$ cat src/rtl/mct_pkg.sv
// Package: shared register addresses and control-field layout for the
// masked-compare timer. Assumes a 3-bit register address.
package mct_pkg;
    localparam int ADDR_W = 3;

    typedef enum logic [ADDR_W-1:0] {
        A_CMP  = 3'd0,
        A_MASK = 3'd1,
        A_CTRL = 3'd2,
        A_STAT = 3'd3,
        A_CNT  = 3'd4
    } mct_addr_e;

    // Packed MSB first: irq_en is bit 2, restart bit 1, run bit 0.
    typedef struct packed {
        logic irq_en;
        logic restart;
        logic run;
    } mct_ctrl_t;

    localparam int CTRL_W = $bits(mct_ctrl_t);
endpackage

$ cat src/rtl/mct_match.sv
// Module: mct_match
// Per-bit masked equality between the counter and the compare word.
// Assumes the mask bit 1 means "ignore". The result is qualified by the
// armed input so each counter value can match only once.
module mct_match #(
    parameter int W = 48
) (
    input  logic [W-1:0] cnt,
    input  logic [W-1:0] cmp,
    input  logic [W-1:0] mask,
    input  logic         armed,
    output logic         hit
);
    logic [W-1:0] bit_ok;

    // One agreement term per bit position; masked bits always agree.
    for (genvar i = 0; i < W; i++) begin : g_bit
        assign bit_ok[i] = mask[i] | (cnt[i] ~^ cmp[i]);
    end

    // Reduce all per-bit terms and qualify with the armed state.
    assign hit = armed & (&bit_ok);
endmodule

$ cat src/rtl/mct_counter.sv
// Module: mct_counter
// Free-running up-counter with load, halt and restart-on-match, plus the
// "armed" bit that allows one match per counter value. Assumes the load
// request has priority over counting.
module mct_counter #(
    parameter int W = 48
) (
    input  logic         clk,
    input  logic         rst_n,
    input  logic         load,
    input  logic [W-1:0] load_val,
    input  logic         run,
    input  logic         restart,
    input  logic         hit,
    output logic [W-1:0] cnt,
    output logic         armed
);
    localparam logic [W-1:0] ONE = W'(1);

    // Counter value: load, else step or restart when running, else hold.
    always_ff @(posedge clk) begin
        if (!rst_n) begin
            cnt <= '0;
        end else if (load) begin
            cnt <= load_val;
        end else if (run) begin
            if (restart && hit) begin
                cnt <= '0;
            end else begin
                cnt <= cnt + ONE;
            end
        end
    end

    // Armed bit: set whenever the value is refreshed, dropped after a hit.
    always_ff @(posedge clk) begin
        if (!rst_n) begin
            armed <= 1'b1;
        end else if (load || run) begin
            armed <= 1'b1;
        end else if (hit) begin
            armed <= 1'b0;
        end
    end
endmodule

$ cat src/rtl/mct_regs.sv
// Module: mct_regs
// Compare, mask and control registers, the sticky interrupt flag and
// the combinational read mux. Assumes set-on-match beats write-1-clear.
module mct_regs
    import mct_pkg::*;
#(
    parameter int W = 48
) (
    input  logic              clk,
    input  logic              rst_n,
    input  logic              we,
    input  logic [ADDR_W-1:0] addr,
    input  logic [W-1:0]      wdata,
    input  logic [W-1:0]      cnt,
    input  logic              hit,
    output logic [W-1:0]      cmp,
    output logic [W-1:0]      mask,
    output mct_ctrl_t         ctrl,
    output logic              flag,
    output logic [W-1:0]      rdata
);
    logic clr_req;

    // Decode a write-1-to-clear on the status address.
    assign clr_req = we && (addr == A_STAT) && wdata[0];

    // Configuration registers written through the register port.
    always_ff @(posedge clk) begin
        if (!rst_n) begin
            cmp  <= '1;
            mask <= '0;
            ctrl <= '0;
        end else if (we) begin
            case (addr)
                A_CMP:   cmp  <= wdata;
                A_MASK:  mask <= wdata;
                A_CTRL:  ctrl <= mct_ctrl_t'(wdata[CTRL_W-1:0]);
                default: ;
            endcase
        end
    end

    // Sticky flag: set by a match, cleared by software otherwise.
    always_ff @(posedge clk) begin
        if (!rst_n) begin
            flag <= 1'b0;
        end else if (hit) begin
            flag <= 1'b1;
        end else if (clr_req) begin
            flag <= 1'b0;
        end
    end

    // Read mux; unused addresses return zero.
    always_comb begin
        case (addr)
            A_CMP:   rdata = cmp;
            A_MASK:  rdata = mask;
            A_CTRL:  rdata = {{(W-CTRL_W){1'b0}}, ctrl};
            A_STAT:  rdata = {{(W-1){1'b0}}, flag};
            A_CNT:   rdata = cnt;
            default: rdata = '0;
        endcase
    end
endmodule

$ cat src/rtl/mct_timer.sv
// Module: mct_timer (top)
// Masked-compare periodic interrupt timer: register file, counter and
// masked comparator. Assumes one clock and a synchronous active-low reset.
module mct_timer
    import mct_pkg::*;
#(
    parameter int CNT_W = 48
) (
    input  logic              clk,
    input  logic              rst_n,
    input  logic              reg_we,
    input  logic [ADDR_W-1:0] reg_addr,
    input  logic [CNT_W-1:0]  reg_wdata,
    output logic [CNT_W-1:0]  reg_rdata,
    output logic              irq,
    output logic [CNT_W-1:0]  timestamp
);
    logic [CNT_W-1:0] cnt_q;
    logic [CNT_W-1:0] cmp_q;
    logic [CNT_W-1:0] mask_q;
    mct_ctrl_t        ctrl_q;
    logic             flag_q;
    logic             armed_q;
    logic             hit;
    logic             cnt_load;

    // A write to the counter address is a direct load.
    assign cnt_load = reg_we && (reg_addr == A_CNT);

    mct_regs #(.W(CNT_W)) u_regs (
        .clk   (clk),
        .rst_n (rst_n),
        .we    (reg_we),
        .addr  (reg_addr),
        .wdata (reg_wdata),
        .cnt   (cnt_q),
        .hit   (hit),
        .cmp   (cmp_q),
        .mask  (mask_q),
        .ctrl  (ctrl_q),
        .flag  (flag_q),
        .rdata (reg_rdata)
    );

    mct_counter #(.W(CNT_W)) u_cnt (
        .clk      (clk),
        .rst_n    (rst_n),
        .load     (cnt_load),
        .load_val (reg_wdata),
        .run      (ctrl_q.run),
        .restart  (ctrl_q.restart),
        .hit      (hit),
        .cnt      (cnt_q),
        .armed    (armed_q)
    );

    mct_match #(.W(CNT_W)) u_match (
        .cnt   (cnt_q),
        .cmp   (cmp_q),
        .mask  (mask_q),
        .armed (armed_q),
        .hit   (hit)
    );

    // Gate the flag with the enable; export the live count.
    assign irq       = flag_q & ctrl_q.irq_en;
    assign timestamp = cnt_q;
endmodule

$ cat config.mk
export PLATFORM = sky130hd
export DESIGN_NAME = mct_timer
export DESIGN_NICKNAME = d
export VERILOG_FILES = /design/src/rtl/mct_pkg.sv /design/src/rtl/mct_match.sv /design/src/rtl/mct_counter.sv /design/src/rtl/mct_regs.sv /design/src/rtl/mct_timer.sv
export SDC_FILE = /design/constraint.sdc
export NUM_CORES = 1
export LEC_CHECK = 0
export ABC_AREA = 1
export BUFFER_PORTS_ARGS = -buffer_cell sky130_fd_sc_hd__buf_2
export CAP_MARGIN = 20
export CORE_MARGIN = 2
export CORE_UTILIZATION = 55
export CTS_CLUSTER_SIZE = 28
export DETAILED_ROUTE_END_ITERATION = 8
export GPL_TIMING_DRIVEN = 0
export PLACE_DENSITY = 0.78
export SLEW_MARGIN = 20
export SYNTH_ARGS = -nofsm -noshare
export SYNTH_HDL_FRONTEND = slang
export SYNTH_HIERARCHICAL = 1
export SYNTH_SLANG_ARGS = --single-unit
$ cat constraint.sdc
create_clock -name clk -period 3.6 [get_ports clk]
set_input_delay 0 -clock clk [delete_from_list [all_inputs] [get_ports clk]]
set_output_delay 0 -clock clk [all_outputs]
set_load 0.05 [all_outputs]
==> results.md <==
- Status: finished, final reports clean
- Routed vias: 11736
- Layout cells sized above 1: 0.148
- Met2 wire len: 16900 um
- Initial antenna violation count: 0
- Arrival @ worst endpoint: 3.67 ns
- Placed cell area: 0.0108 mm^2
- Wl on met1: 15200 um
- GPL Wtd Cong: 1.06
- Post-synthesis async set-or-reset flop share: 0
- Initial Util: 0.564
- DIE HEIGHT: 137 um
- Final setup TNS: 0 ns
- Post-synthesis net count: 1704
- Clk_lat worst skew: 0.42 ns
- Via-per-instance ratio: 5.58
- Crit path largest cell delay: 0.49 ns
- # Post-CTS Setup Buffers: 0
- Routed wire length: 37700 um
- Final antenna-violating net count: 0
- Post-DP HPWL: 27400 um
- Initial DRC count: 1282
- Fmax: 0.296 GHz
- Synth Flop Type: dfxtp_1
- Yosys reg bits: 149
- Area occupied by multi-input gates: 0.00556 mm^2
- Total clock sinks: 149
- Cts hold-fix bufs: 49
- Setup crit start kind: register
- IO Port Bufs: 150
- Area added between synthesis and finish: 21.6%
- Syn avg cell area: 5.91 um^2
- Nets: 1922
- Slew of the pin with the lowest slew margin: 0.904 ns
- Post-synth top area share: 0.306
- VDD IR max: 332 uV
- Fin crit share: 0.939
- Post-cts gate resize count: 0
- First-pass GRT wire length: 56100 um
- Row count: 48
- Hold violation count in the final report: 0
- WP data required: 3.89 ns
- Setup crit end kind: register
- # fillers: 1624
- Area taken by flip-flops and latches: 0.00298 mm^2
- Worst-path clk slew: 0.06 ns
- GRT Residual Overflow: 0
- Crit Path Max Fanout: 10
- Mapped Area: 0.00975 mm^2
- Number of global-route vias before repair: 10275
- Final setup viols: 0
- Post-place setup slack: 0.399 ns
- Top sig layer: met4
- Met3 wire length: 3690 um
- Post-layout util: 0.686
- Cells after Synth: 1649
- Final slew viol count: 0
- CP max-delay cell: dfxtp_1
- Crit path top cell by count: nand2_1
- Synth area leader: dfxtp_1
- Clk_skew: 0.0103 ns
- Max Cap Viol: 0
- Final instance area: 0.0119 mm^2
- Register area share after synthesis: 0.306
- Ant diodes: 0
- Final WS setup: 0.221 ns
- RSZ-0062 raised after global routing: false
- Yosys cell types: 38
- Hold Crit Class: in2reg
- Core area: 0.0173 mm^2
- WS Path Type: reg2reg
- CTS tree: yes
- Routed length per placed instance: 17.9 um
- P per Cell Area: 361 mW/mm^2
- Largest net degree at the start of global routing: 17
- Clock root cell: clkbuf_16
- Remaining routing DRC violations: 0
- Tot GR Track Use: 0.398
- Synth area leaders: dfxtp_1 (31%), nand2_1 (22%), nand3_1 (9.2%), nor2_1 (8.2%), inv_1 (7.5%)
- Static Leakage: 5.76 nW
- Die area: 0.0188 mm^2
- CTS buffer count: 17
- Post-synth EDFFs: 0
- Max-slew headroom: 0.397
- Yosys Warn Count: 6
- Die Width: 137 um
- Clock buffer depth: 2
- CP Cell Sequence: nand2_1 > nand3_1 > o21ai_0 > nor2_1 > nand2_1 > nor2_1 > nand2_1 > nor2_2 > nand2_1 > nand2_2 > inv_2 > nor2_2 > inv_2 > buf_2 > nand3_1 > a21oi_1
- Period minus WS final: 3.38 ns
- # IOs: 151
- Initial DRT Pass Iterations: 6
- H-Tree Depth: 4
- Pwr Total: 0.00428 W
-- report_power, final --
group | internal, W | switching (W)
clock network | 0.00109 | 0.000736
logic | 0.000207 | 0.000480
registers | 0.00170 | 0.0000655
-- cell usage after synthesis (all sizes together) (7+ instances only) --
master,instances
o21bai,7
nor2,235
dfxtp,149
xnor2,7
buf,53
clkbuf,21
a21oi,68
a22oi,20
or2,10
nand2,586
nand3,182
nand4,67
nand3b,12
o21ai,10
inv,205
-- layout by cell type, fill, tap and decap left out, types with 5 or more instances in the layout --
| cell type | count |
|---|---|
| dfxtp_1 | 149 |
| a22oi_1 | 20 |
| nand3_1 | 179 |
| or2_0 | 5 |
| nand2_2 | 12 |
| buf_1 | 10 |
| dlygate4sd3_1 | 49 |
| buf_6 | 14 |
| nand2_1 | 570 |
| clkbuf_1 | 23 |
| buf_4 | 7 |
| o21bai_1 | 7 |
| a21oi_1 | 67 |
| inv_2 | 9 |
| nor2_1 | 212 |
| nand3b_1 | 12 |
| clkbuf_16 | 17 |
| buf_2 | 172 |
| inv_1 | 196 |
| nand4_1 | 67 |
| xnor2_1 | 7 |
| o21ai_0 | 10 |
| nor2_2 | 15 |
-- per-stage QoR --
step	hold slack (ns)	std cells
floorplan	0.0990	1649
global placement	0.247	2024
detailed placement	0.254	2024
CTS	0.0248	2104
global route	0.0765	2104
finish	0.0319	2104
-- routing by layer --
metal / up-vias / GRT usage
met5: - / 0
li1: 5641 / -
met4: 0 / 0.208
met1: 5367 / 0.516
met3: 96 / 0.0707
met2: 632 / 0.631
-- cell families (layout without fill, tap and decap cells) --
group           count (synthesis)  after routing  synth area share
compound gates                114            114            0.0674
xor+xnor                        7              7           0.00629
fa+ha+maj                       1              1           0.00128
buf+inv                       279            509             0.124
flops                         149            149             0.306
simple gates                 1099           1099             0.496
-- worst paths after layout --
kind | endpoint | from | slack (ns) | depth (start not counted)
setup / recovery | u_cnt/cnt[26] | u_cnt/cnt[8] | 0.22 | 16
hold / removal | u_regs/flag | reg_addr[2] | 0.03 | 5
setup reg to reg | u_cnt/cnt[26] | u_cnt/cnt[8] | 0.22 | 16
hold reg to reg | u_regs/flag | u_regs/flag | 0.48 | 2
-- registers in the layout, summed over array words and instances (netlist names) --
name,count
u_cnt/cnt,48
u_regs/cmp,48
u_regs/mask,48
u_regs/ctrl,3
u_cnt/armed,1
u_regs/flag,1
-- cell type report --
cell class,count,share of cell area
buffer,74,0.0368
clock buffer,19,0.0365
clock inverter,12,0.0131
inverter,205,0.0649
multi-input combinational,1221,0.469
sequential,149,0.251
tap,225,0.0237
timing repair buffer,199,0.105
-- critical path: cells and delay by family, from the launching register on --
family                 cells  cell delay (ns)
AOI/OAI and AO/OA          2             0.23
DFF                        1             0.49
and+or+nand+nor           11             2.05
buffers and inverters      3             0.48
No activity file was read; power rests on OpenSTA's default activity.
